**src/rtl/niu_pkg.sv**
```systemverilog
package niu_pkg;
  localparam int FLIT_W = 32;
  localparam int NODE_W = 4;
  localparam int LEN_W  = 4;
  localparam int TAG_W  = 8;
  localparam int CMD_W  = 8;
  localparam int RSVD_W = FLIT_W - 1 - 2*NODE_W - LEN_W - TAG_W - CMD_W;

  typedef struct packed {
    logic              prio;
    logic [NODE_W-1:0] dest;
    logic [NODE_W-1:0] src;
    logic [LEN_W-1:0]  len;
    logic [TAG_W-1:0]  tag;
    logic [CMD_W-1:0]  cmd;
    logic [RSVD_W-1:0] rsvd;
  } hdr_t;

  typedef enum logic [1:0] {OWN_NONE, OWN_FWD, OWN_INS} out_own_e;
  typedef enum logic [1:0] {IN_FWD, IN_EXT, IN_DROP} in_mode_e;
endpackage

```
**src/rtl/niu_fifo.sv**
```systemverilog
module niu_fifo #(
  parameter int W     = 32,
  parameter int DEPTH = 8
) (
  input  logic         clk_i,
  input  logic         rst_ni,
  input  logic         in_valid_i,
  output logic         in_ready_o,
  input  logic [W-1:0] in_data_i,
  output logic         out_valid_o,
  input  logic         out_ready_i,
  output logic [W-1:0] out_data_o
);
  localparam int AW = (DEPTH > 1) ? $clog2(DEPTH) : 1;
  localparam int CW = $clog2(DEPTH + 1);

  logic [W-1:0]  mem_q [DEPTH];
  logic [AW-1:0] wr_q, rd_q;
  logic [CW-1:0] cnt_q;
  logic          push, pop;

  assign in_ready_o  = (cnt_q != CW'(DEPTH));
  assign out_valid_o = (cnt_q != '0);
  assign out_data_o  = mem_q[rd_q];
  assign push        = in_valid_i && in_ready_o;
  assign pop         = out_valid_o && out_ready_i;

  always_ff @(posedge clk_i or negedge rst_ni) begin
    if (!rst_ni) begin
      wr_q  <= '0;
      rd_q  <= '0;
      cnt_q <= '0;
    end else begin
      if (push) wr_q <= (wr_q == AW'(DEPTH - 1)) ? '0 : wr_q + 1'b1;
      if (pop)  rd_q <= (rd_q == AW'(DEPTH - 1)) ? '0 : rd_q + 1'b1;
      cnt_q <= cnt_q + CW'(push) - CW'(pop);
    end
  end

  always_ff @(posedge clk_i) begin
    if (push) mem_q[wr_q] <= in_data_i;
  end

  assert_fifo_hold_R9: assert property (@(posedge clk_i) disable iff (!rst_ni)
    (out_valid_o && !out_ready_i) |=> (out_valid_o && $stable(out_data_o)));
  assert_fifo_bound_R9: assert property (@(posedge clk_i) disable iff (!rst_ni)
    cnt_q <= CW'(DEPTH));
endmodule

```
**src/rtl/niu_msg_queue.sv**
```systemverilog
module niu_msg_queue
  import niu_pkg::*;
#(
  parameter int DEPTH = 8
) (
  input  logic              clk_i,
  input  logic              rst_ni,
  input  logic              loc_tx_valid_i,
  output logic              loc_tx_ready_o,
  input  logic [FLIT_W-1:0] loc_tx_data_i,
  output logic              net_tx_valid_o,
  input  logic              net_tx_ready_i,
  output logic [FLIT_W-1:0] net_tx_data_o,
  input  logic              net_rx_valid_i,
  output logic              net_rx_ready_o,
  input  logic [FLIT_W-1:0] net_rx_data_i,
  input  logic              net_rx_prio_i,
  output logic              hi_rx_valid_o,
  input  logic              hi_rx_ready_i,
  output logic [FLIT_W-1:0] hi_rx_data_o,
  output logic              lo_rx_valid_o,
  input  logic              lo_rx_ready_i,
  output logic [FLIT_W-1:0] lo_rx_data_o
);
  localparam int NCH = 2;

  hdr_t             tx_hdr, out_hdr;
  logic [LEN_W-1:0] in_rem_q;
  logic             in_prio_q, in_hdr, cur_prio;

  assign tx_hdr   = hdr_t'(loc_tx_data_i);
  assign in_hdr   = (in_rem_q == '0);
  assign cur_prio = in_hdr ? tx_hdr.prio : in_prio_q;

  logic [NCH-1:0]    txf_iv, txf_ir, txf_ov, txf_or;
  logic [FLIT_W-1:0] txf_od [NCH];
  logic [NCH-1:0]    rxf_iv, rxf_ir, rxf_ov, rxf_or;
  logic [FLIT_W-1:0] rxf_od [NCH];

  logic             sel_lock_q, sel_ch_q, grant, ch, out_fire;
  logic [LEN_W:0]   sel_rem_q, total;

  assign grant = txf_ov[1];
  assign ch    = sel_lock_q ? sel_ch_q : grant;

  for (genvar c = 0; c < NCH; c++) begin : g_ch
    assign txf_iv[c] = loc_tx_valid_i && (cur_prio == 1'(c));
    assign txf_or[c] = net_tx_ready_i && (ch == 1'(c));
    assign rxf_iv[c] = net_rx_valid_i && (net_rx_prio_i == 1'(c));

    niu_fifo #(.W(FLIT_W), .DEPTH(DEPTH)) u_txf (
      .clk_i, .rst_ni,
      .in_valid_i (txf_iv[c]), .in_ready_o (txf_ir[c]), .in_data_i (loc_tx_data_i),
      .out_valid_o(txf_ov[c]), .out_ready_i(txf_or[c]), .out_data_o(txf_od[c])
    );
    niu_fifo #(.W(FLIT_W), .DEPTH(DEPTH)) u_rxf (
      .clk_i, .rst_ni,
      .in_valid_i (rxf_iv[c]), .in_ready_o (rxf_ir[c]), .in_data_i (net_rx_data_i),
      .out_valid_o(rxf_ov[c]), .out_ready_i(rxf_or[c]), .out_data_o(rxf_od[c])
    );
  end

  assign loc_tx_ready_o = txf_ir[cur_prio];
  assign net_rx_ready_o = rxf_ir[net_rx_prio_i];

  assign hi_rx_valid_o = rxf_ov[1];
  assign hi_rx_data_o  = rxf_od[1];
  assign rxf_or[1]     = hi_rx_ready_i;
  assign lo_rx_valid_o = rxf_ov[0];
  assign lo_rx_data_o  = rxf_od[0];
  assign rxf_or[0]     = lo_rx_ready_i;

  assign net_tx_valid_o = txf_ov[ch];
  assign net_tx_data_o  = txf_od[ch];
  assign out_hdr        = hdr_t'(net_tx_data_o);
  assign total          = {1'b0, out_hdr.len} + (LEN_W+1)'(1);
  assign out_fire       = net_tx_valid_o && net_tx_ready_i;

  always_ff @(posedge clk_i or negedge rst_ni) begin
    if (!rst_ni) begin
      in_rem_q  <= '0;
      in_prio_q <= 1'b0;
    end else if (loc_tx_valid_i && loc_tx_ready_o) begin
      if (in_hdr) begin
        in_rem_q  <= tx_hdr.len;
        in_prio_q <= tx_hdr.prio;
      end else begin
        in_rem_q  <= in_rem_q - 1'b1;
      end
    end
  end

  // channel locked from first presentation of a header to its last flit
  always_ff @(posedge clk_i or negedge rst_ni) begin
    if (!rst_ni) begin
      sel_lock_q <= 1'b0;
      sel_ch_q   <= 1'b0;
      sel_rem_q  <= '0;
    end else if (!sel_lock_q) begin
      if (net_tx_valid_o) begin
        sel_ch_q <= grant;
        if (out_fire) begin
          sel_rem_q  <= total - 1'b1;
          sel_lock_q <= (out_hdr.len != '0);
        end else begin
          sel_rem_q  <= total;
          sel_lock_q <= 1'b1;
        end
      end
    end else if (out_fire) begin
      sel_rem_q <= sel_rem_q - 1'b1;
      if (sel_rem_q == (LEN_W+1)'(1)) sel_lock_q <= 1'b0;
    end
  end

  assert_chan_lock_R3: assert property (@(posedge clk_i) disable iff (!rst_ni)
    (sel_lock_q && !(out_fire && sel_rem_q == (LEN_W+1)'(1)))
      |=> (sel_lock_q && $stable(sel_ch_q)));
  assert_hi_first_R4: assert property (@(posedge clk_i) disable iff (!rst_ni)
    (!sel_lock_q && txf_ov[1]) |-> (net_tx_valid_o && out_hdr.prio));
endmodule

```
**src/rtl/niu_ring_xfer.sv**
```systemverilog
module niu_ring_xfer
  import niu_pkg::*;
(
  input  logic              clk_i,
  input  logic              rst_ni,
  input  logic [NODE_W-1:0] node_id_i,
  input  logic              ring_in_valid_i,
  output logic              ring_in_ready_o,
  input  logic [FLIT_W-1:0] ring_in_data_i,
  output logic              ring_out_valid_o,
  input  logic              ring_out_ready_i,
  output logic [FLIT_W-1:0] ring_out_data_o,
  input  logic              tx_valid_i,
  output logic              tx_ready_o,
  input  logic [FLIT_W-1:0] tx_data_i,
  output logic              rx_valid_o,
  input  logic              rx_ready_i,
  output logic [FLIT_W-1:0] rx_data_o,
  output logic              rx_prio_o,
  output logic              loop_err_o
);
  hdr_t       in_hdr_f, out_hdr_f;
  logic [LEN_W-1:0] in_rem_q;
  in_mode_e   in_mode_q, hdr_mode, cur_mode;
  logic       in_prio_q, in_is_hdr, in_fire, fwd_req;
  out_own_e   out_own_q, grant, eff;
  logic [LEN_W:0] out_rem_q, total;
  logic       out_fire;

  assign in_hdr_f  = hdr_t'(ring_in_data_i);
  assign in_is_hdr = (in_rem_q == '0);

  always_comb begin
    if (in_hdr_f.dest == node_id_i)     hdr_mode = IN_EXT;
    else if (in_hdr_f.src == node_id_i) hdr_mode = IN_DROP;
    else                                hdr_mode = IN_FWD;
  end

  assign cur_mode = in_is_hdr ? hdr_mode : in_mode_q;
  assign fwd_req  = ring_in_valid_i && in_is_hdr && (hdr_mode == IN_FWD);

  always_comb begin
    if (fwd_req)         grant = OWN_FWD;
    else if (tx_valid_i) grant = OWN_INS;
    else                 grant = OWN_NONE;
  end
  assign eff = (out_own_q != OWN_NONE) ? out_own_q : grant;

  always_comb begin
    unique case (eff)
      OWN_FWD: begin ring_out_valid_o = ring_in_valid_i; ring_out_data_o = ring_in_data_i; end
      OWN_INS: begin ring_out_valid_o = tx_valid_i;      ring_out_data_o = tx_data_i;      end
      default: begin ring_out_valid_o = 1'b0;            ring_out_data_o = tx_data_i;      end
    endcase
  end

  always_comb begin
    unique case (cur_mode)
      IN_EXT:  ring_in_ready_o = rx_ready_i;
      IN_DROP: ring_in_ready_o = 1'b1;
      default: ring_in_ready_o = (eff == OWN_FWD) && ring_out_ready_i;
    endcase
  end

  assign tx_ready_o = (eff == OWN_INS) && ring_out_ready_i;
  assign rx_valid_o = ring_in_valid_i && (cur_mode == IN_EXT);
  assign rx_data_o  = ring_in_data_i;
  assign rx_prio_o  = in_is_hdr ? in_hdr_f.prio : in_prio_q;

  assign in_fire   = ring_in_valid_i && ring_in_ready_o;
  assign out_fire  = ring_out_valid_o && ring_out_ready_i;
  assign out_hdr_f = hdr_t'(ring_out_data_o);
  assign total     = {1'b0, out_hdr_f.len} + (LEN_W+1)'(1);

  always_ff @(posedge clk_i or negedge rst_ni) begin
    if (!rst_ni) begin
      in_rem_q   <= '0;
      in_mode_q  <= IN_FWD;
      in_prio_q  <= 1'b0;
      loop_err_o <= 1'b0;
    end else begin
      loop_err_o <= in_fire && in_is_hdr && (hdr_mode == IN_DROP);
      if (in_fire) begin
        if (in_is_hdr) begin
          in_rem_q  <= in_hdr_f.len;
          in_mode_q <= hdr_mode;
          in_prio_q <= in_hdr_f.prio;
        end else begin
          in_rem_q  <= in_rem_q - 1'b1;
        end
      end
    end
  end

  // output owner latched when a header is first offered, held to its last flit
  always_ff @(posedge clk_i or negedge rst_ni) begin
    if (!rst_ni) begin
      out_own_q <= OWN_NONE;
      out_rem_q <= '0;
    end else if (out_own_q == OWN_NONE) begin
      if (ring_out_valid_o) begin
        if (out_fire) begin
          out_rem_q <= total - 1'b1;
          out_own_q <= (out_hdr_f.len != '0) ? grant : OWN_NONE;
        end else begin
          out_rem_q <= total;
          out_own_q <= grant;
        end
      end
    end else if (out_fire) begin
      out_rem_q <= out_rem_q - 1'b1;
      if (out_rem_q == (LEN_W+1)'(1)) out_own_q <= OWN_NONE;
    end
  end

  assert_out_hold_R9: assert property (@(posedge clk_i) disable iff (!rst_ni)
    (ring_out_valid_o && !ring_out_ready_i) |=> (ring_out_valid_o && $stable(ring_out_data_o)));
  assert_no_interleave_R3: assert property (@(posedge clk_i) disable iff (!rst_ni)
    (out_own_q != OWN_NONE && !(out_fire && out_rem_q == (LEN_W+1)'(1))) |=> $stable(out_own_q));
  assert_pass_first_R7: assert property (@(posedge clk_i) disable iff (!rst_ni)
    (out_own_q == OWN_NONE && ring_in_valid_i && in_is_hdr &&
     in_hdr_f.dest != node_id_i && in_hdr_f.src != node_id_i)
      |-> (ring_out_valid_o && ring_out_data_o == ring_in_data_i));
  assert_err_after_accept_R8: assert property (@(posedge clk_i) disable iff (!rst_ni)
    loop_err_o |-> $past(ring_in_valid_i && ring_in_ready_o));
endmodule

```
**src/rtl/niu_ring_node.sv**
```systemverilog
module niu_ring_node
  import niu_pkg::*;
#(
  parameter int FIFO_DEPTH = 8
) (
  input  logic              clk_i,
  input  logic              rst_ni,
  input  logic [NODE_W-1:0] node_id_i,
  input  logic              loc_tx_valid_i,
  output logic              loc_tx_ready_o,
  input  logic [FLIT_W-1:0] loc_tx_data_i,
  output logic              hi_rx_valid_o,
  input  logic              hi_rx_ready_i,
  output logic [FLIT_W-1:0] hi_rx_data_o,
  output logic              lo_rx_valid_o,
  input  logic              lo_rx_ready_i,
  output logic [FLIT_W-1:0] lo_rx_data_o,
  input  logic              ring_in_valid_i,
  output logic              ring_in_ready_o,
  input  logic [FLIT_W-1:0] ring_in_data_i,
  output logic              ring_out_valid_o,
  input  logic              ring_out_ready_i,
  output logic [FLIT_W-1:0] ring_out_data_o,
  output logic              loop_err_o
);
  logic              tx_valid, tx_ready, rx_valid, rx_ready, rx_prio;
  logic [FLIT_W-1:0] tx_data, rx_data;

  niu_msg_queue #(.DEPTH(FIFO_DEPTH)) u_queue (
    .clk_i, .rst_ni,
    .loc_tx_valid_i, .loc_tx_ready_o, .loc_tx_data_i,
    .net_tx_valid_o(tx_valid), .net_tx_ready_i(tx_ready), .net_tx_data_o(tx_data),
    .net_rx_valid_i(rx_valid), .net_rx_ready_o(rx_ready), .net_rx_data_i(rx_data),
    .net_rx_prio_i (rx_prio),
    .hi_rx_valid_o, .hi_rx_ready_i, .hi_rx_data_o,
    .lo_rx_valid_o, .lo_rx_ready_i, .lo_rx_data_o
  );

  niu_ring_xfer u_xfer (
    .clk_i, .rst_ni, .node_id_i,
    .ring_in_valid_i, .ring_in_ready_o, .ring_in_data_i,
    .ring_out_valid_o, .ring_out_ready_i, .ring_out_data_o,
    .tx_valid_i(tx_valid), .tx_ready_o(tx_ready), .tx_data_i(tx_data),
    .rx_valid_o(rx_valid), .rx_ready_i(rx_ready), .rx_data_o(rx_data), .rx_prio_o(rx_prio),
    .loop_err_o
  );
endmodule

```
**config.mk**
```make
export PLATFORM = sky130hd
export DESIGN_NAME = niu_ring_node
export DESIGN_NICKNAME = d
export VERILOG_FILES = /design/src/rtl/niu_pkg.sv /design/src/rtl/niu_fifo.sv /design/src/rtl/niu_msg_queue.sv /design/src/rtl/niu_ring_xfer.sv /design/src/rtl/niu_ring_node.sv
export SDC_FILE = /design/constraint.sdc
export NUM_CORES = 1
export LEC_CHECK = 0
export ABC_AREA = 1
export BUFFER_PORTS_ARGS = -buffer_cell sky130_fd_sc_hd__buf_2
export CAP_MARGIN = 20
export CORE_MARGIN = 5
export CORE_UTILIZATION = 30
export CTS_BUF_LIST = sky130_fd_sc_hd__clkbuf_16
export CTS_CLUSTER_SIZE = 14
export DETAILED_ROUTE_END_ITERATION = 8
export PLACE_DENSITY = 0.43
export REMOVE_ABC_BUFFERS = 1
export SYNTH_ARGS = -nofsm -noshare
export SYNTH_HDL_FRONTEND = slang
export SYNTH_SLANG_ARGS = --single-unit
export TNS_END_PERCENT = 50
```
**constraint.sdc**
```tcl
create_clock -name clk_i -period 13.06 [get_ports clk_i]
set_input_delay 0.653 -clock clk_i [delete_from_list [all_inputs] [get_ports clk_i]]
set_output_delay 0.653 -clock clk_i [all_outputs]
set_load 0.01 [all_outputs]
```
==> reports/qor.txt <==
Status: complete, no violations
Fraction of layout instances using a drive strength above 1: 0.130
Period utilization: 0.399
Initial antenna violation count: 22
Seq pwr share: 0.435
Mapped Area: 0.0443 mm²
CTS max path bufs: 3
Antenna Nets Post-Route: 0
WP buf/inv: 6
Final Skew: 0.0365 ns
Max-cap violations: 0
TritonCTS clock tree: done
Post-Synthesis Cells: 3506
Switching part of the total: 0.318
Metal-1 WL: 60100 µm
FP Rows: 141
Total global-route track usage: 0.162
Pin count of the biggest net entering global routing: 97
Top layer in use: met5
Cell Int Power: 6.55 mW
Initial Utilization: 0.301
Synth top cells by count: 1024 x edfxtp_1, 778 x nor2_1, 524 x o21ai_0
Clk Latency, worst-skew pair: 0.73 ns
Post-DP HPWL: 74300 µm
Critical path capture point type: output port
RSZ-0062 raised after global routing: false
Most used DFF post-synth: edfxtp_1
Crit path time final: 5.21 ns
Crit-path leading delay family: buffers and inverters
DRC: 0
Final Util: 0.348
Slew headroom: 0.265
Critical Path, Cell by Cell: inv_1 -> ha_1 -> nand3_2 -> nand2_1 -> nand2_2 -> buf_4 -> nand2_1 -> nand3_1 -> inv_1 -> a21oi_1 -> ha_1 -> clkinv_2 -> buf_4 -> a31oi_1 -> buf_2
Routed wire length: 129000 µm
IO Port Bufs: 176
GPL Wtd Cong: 0.731
Leading area contributor after synthesis: edfxtp_1
CP startpoint: u_queue.g_ch[1].u_txf.cnt_q[2]
Total gr overflow: 0
Net count, final: 3790
CTS-repair resized insts: 0
Met2 WL: 60200 µm
Final setup TNS: 0 ns
Worst EP required: 12.41 ns
Final setup viols: 0
CTS clk-pin slew, worst paths: 0.06 ns
Async set-reset flop share out of synthesis: 0.0614
Yosys top cell area share: 0.694
Count of cell types in the netlist: 45
DR pass1 iterations: 5
Area of the multi-input gates: 0.0107 mm²
Die height: 394 µm
Seq/Total Area, Yosys: 0.732
Logic gate share of total power: 0.229
IO Pins: 177
Flops & latches, synth: 1091
Via density: 4.92
Clk pwr share: 0.335
Final hold violation count: 0
Slew @ Worst Pin: 1.10 ns
Yosys warns: 0
CP max stage cell: buf_4
Synth-to-Final Area Change: 15.7%
Largest stage delay on the critical path: 0.54 ns
FF-to-FF Start: u_queue.g_ch[1].u_txf.cnt_q[2]
Clock Tree Root: clkbuf_16
CP startpoint kind: flop
Setup Crit Path Kind: flop to output port
Post-CTS Setup Bufs: 0
Mapped Avg Cell Area: 12.6 µm²
CTS buffer count: 120
Initial DRC Count: 2173
Sequential standard cell area: 0.0324 mm²
WL/cell: 22.6 µm
Die W: 394 µm
Max IR drop VDD: 0.133 mV
Core area: 0.147 mm²
Switch Pwr: 3.05 mW
First-pass GRT wire length: 190000 µm
Vias in the first global route: 27400
Max Clock Freq: 192 MHz
Critical Path AT: 4.56 ns
Hold_buf cts: 0
# clock sinks: 1091
Number of synthesized flops with an enable pin: 1024
Count leader, synth: edfxtp_1
Pwr/cell area: 187 mW/mm²
Htree depth: 3
Via total after detailed routing: 28000
Ranking of synthesized cells by area: edfxtp_1 69%, nor2_1 6.6%, o21ai_0 5.9%, dfrtp_1 3.8%, o221ai_1 1.7%
Slew Limit Fails: 0
Max FO, Critical Path: 52
Die area: 0.155 mm²
Min-Delay Path Class: input port to asynchronous set/reset pin
Wire length on met3: 6310 µm
FILL cells: 14400
Leak Pwr: 17.2 nW
## logic make-up after synthesis
family,synth area share
AO/OA/AOI/OAI,0.114
buffers and inverters,0.0314
adder cells (fa/ha/maj),0.0174
flip-flops,0.732
AND/OR/NAND/NOR,0.0998
multiplexers,0.000254
XOR/XNOR,0.00495
## worst reg2reg max path, cell delays in order (launching register included)
cell and delay, ns:
dfrtp_1 0.35, inv_1 0.09, ha_1 0.17, nand3_2 0.13
nand2_1 0.10, nand2_2 0.04, buf_4 0.33, nand2_1 0.21
nand3_1 0.09, inv_1 0.08, a21oi_1 0.09, inv_1 0.06
ha_1 0.16, nand2_1 0.15, nor3_1 0.69, ha_1 0.36
inv_1 0.05, ha_1 0.15, inv_1 0.06, fa_1 0.42
xnor2_1 0.14
## stage by stage
step	area, µm²	hold slack [ns]	std cells	power [mW]	worst slack [ns]
3_5_place_dp	47500	0.469	5463	6.54	8.05
5_1_grt	51200	0.120	5688	10.2	7.47
4_1_cts	51200	0.0786	5687	9.80	7.72
6_report	51200	0.0620	5694	9.61	7.85
3_3_place_gp	47400	0.472	5461	6.54	8.06
2_1_floorplan	43400	0.357	3295	5.50	7.67
## flip-flops by register name (all words and copies together), names as in the netlist, 4 cells and up
| name | flops |
|---|---|
| u_queue.g_ch.u_txf.rd_q | 6 |
| u_queue.g_ch.u_rxf.wr_q | 6 |
| u_xfer.out_rem_q | 5 |
| u_queue.in_rem_q | 4 |
| u_queue.g_ch.u_txf.mem_q | 512 |
| u_queue.g_ch.u_txf.cnt_q | 8 |
| u_queue.sel_rem_q | 5 |
| u_queue.g_ch.u_rxf.rd_q | 6 |
| u_queue.g_ch.u_txf.wr_q | 6 |
| u_queue.g_ch.u_rxf.mem_q | 512 |
| u_xfer.in_rem_q | 4 |
| u_queue.g_ch.u_rxf.cnt_q | 8 |
## per-layer routing
metal,GRT usage,up-vias
met5,0,-
met4,0.0319,8
li1,-,13100
met2,0.264,590
met1,0.228,14100
met3,0.0309,163
## layout by cell type, fill, tap and decap left out, types with 5 or more instances in the layout
master and count:
buf_2 175, inv_1 154, clkinv_1 29, nor2_4 32
diode_2 6, buf_4 61, o221ai_1 84, o211ai_1 31
nand4_1 7, o22ai_1 94, a21oi_1 28, clkbuf_16 122
dfrtp_2 5, edfxtp_1 1024, bufinv_16 7, nand2_1 182
nand2_2 13, o21ai_0 524, xnor2_1 16, xor2_1 9
dfrtp_1 58, a31oi_1 93, nand3_1 101, o21ai_1 8
ha_1 55, inv_2 9, nor2_1 748, clkinv_2 25
## layout make-up
| class | count | share of cell area |
|---|---|---|
| clock inverters | 102 | 0.0135 |
| well taps | 1930 | 0.0471 |
| diodes | 6 | 0.000293 |
| multi-input cells | 2066 | 0.209 |
| repair buffers | 239 | 0.0272 |
| inverters | 138 | 0.0104 |
| clock buffers | 122 | 0.0596 |
| flip-flops and latches | 1091 | 0.633 |
## power by group through the flow
stage               logic (mW)  registers, mW  clock network [mW]
floorplan                 1.19           4.32                   0
global placement          2.28           4.25                   0
detailed placement        2.29           4.26                   0
CTS                       2.29           4.18                3.32
global route              2.49           4.20                3.46
finish                    2.20           4.18                3.22
## final timing paths
check,slack (ns),to,cells after the start
max in group asynchronous,12.25,u_queue.g_ch[0].u_rxf.rd_q[0],1
worst max-delay path,7.85,ring_out_data_o[26],15
worst min-delay path,0.06,u_xfer.out_rem_q[4],1
worst max register to register,9.03,u_queue.g_ch[1].u_txf.cnt_q[2],20
min in group clk_i,0.30,u_queue.g_ch[1].u_txf.mem_q[4][3],1
worst min register to register,0.48,u_queue.sel_ch_q,2
Note: power is estimated with default switching activity, not from simulation.
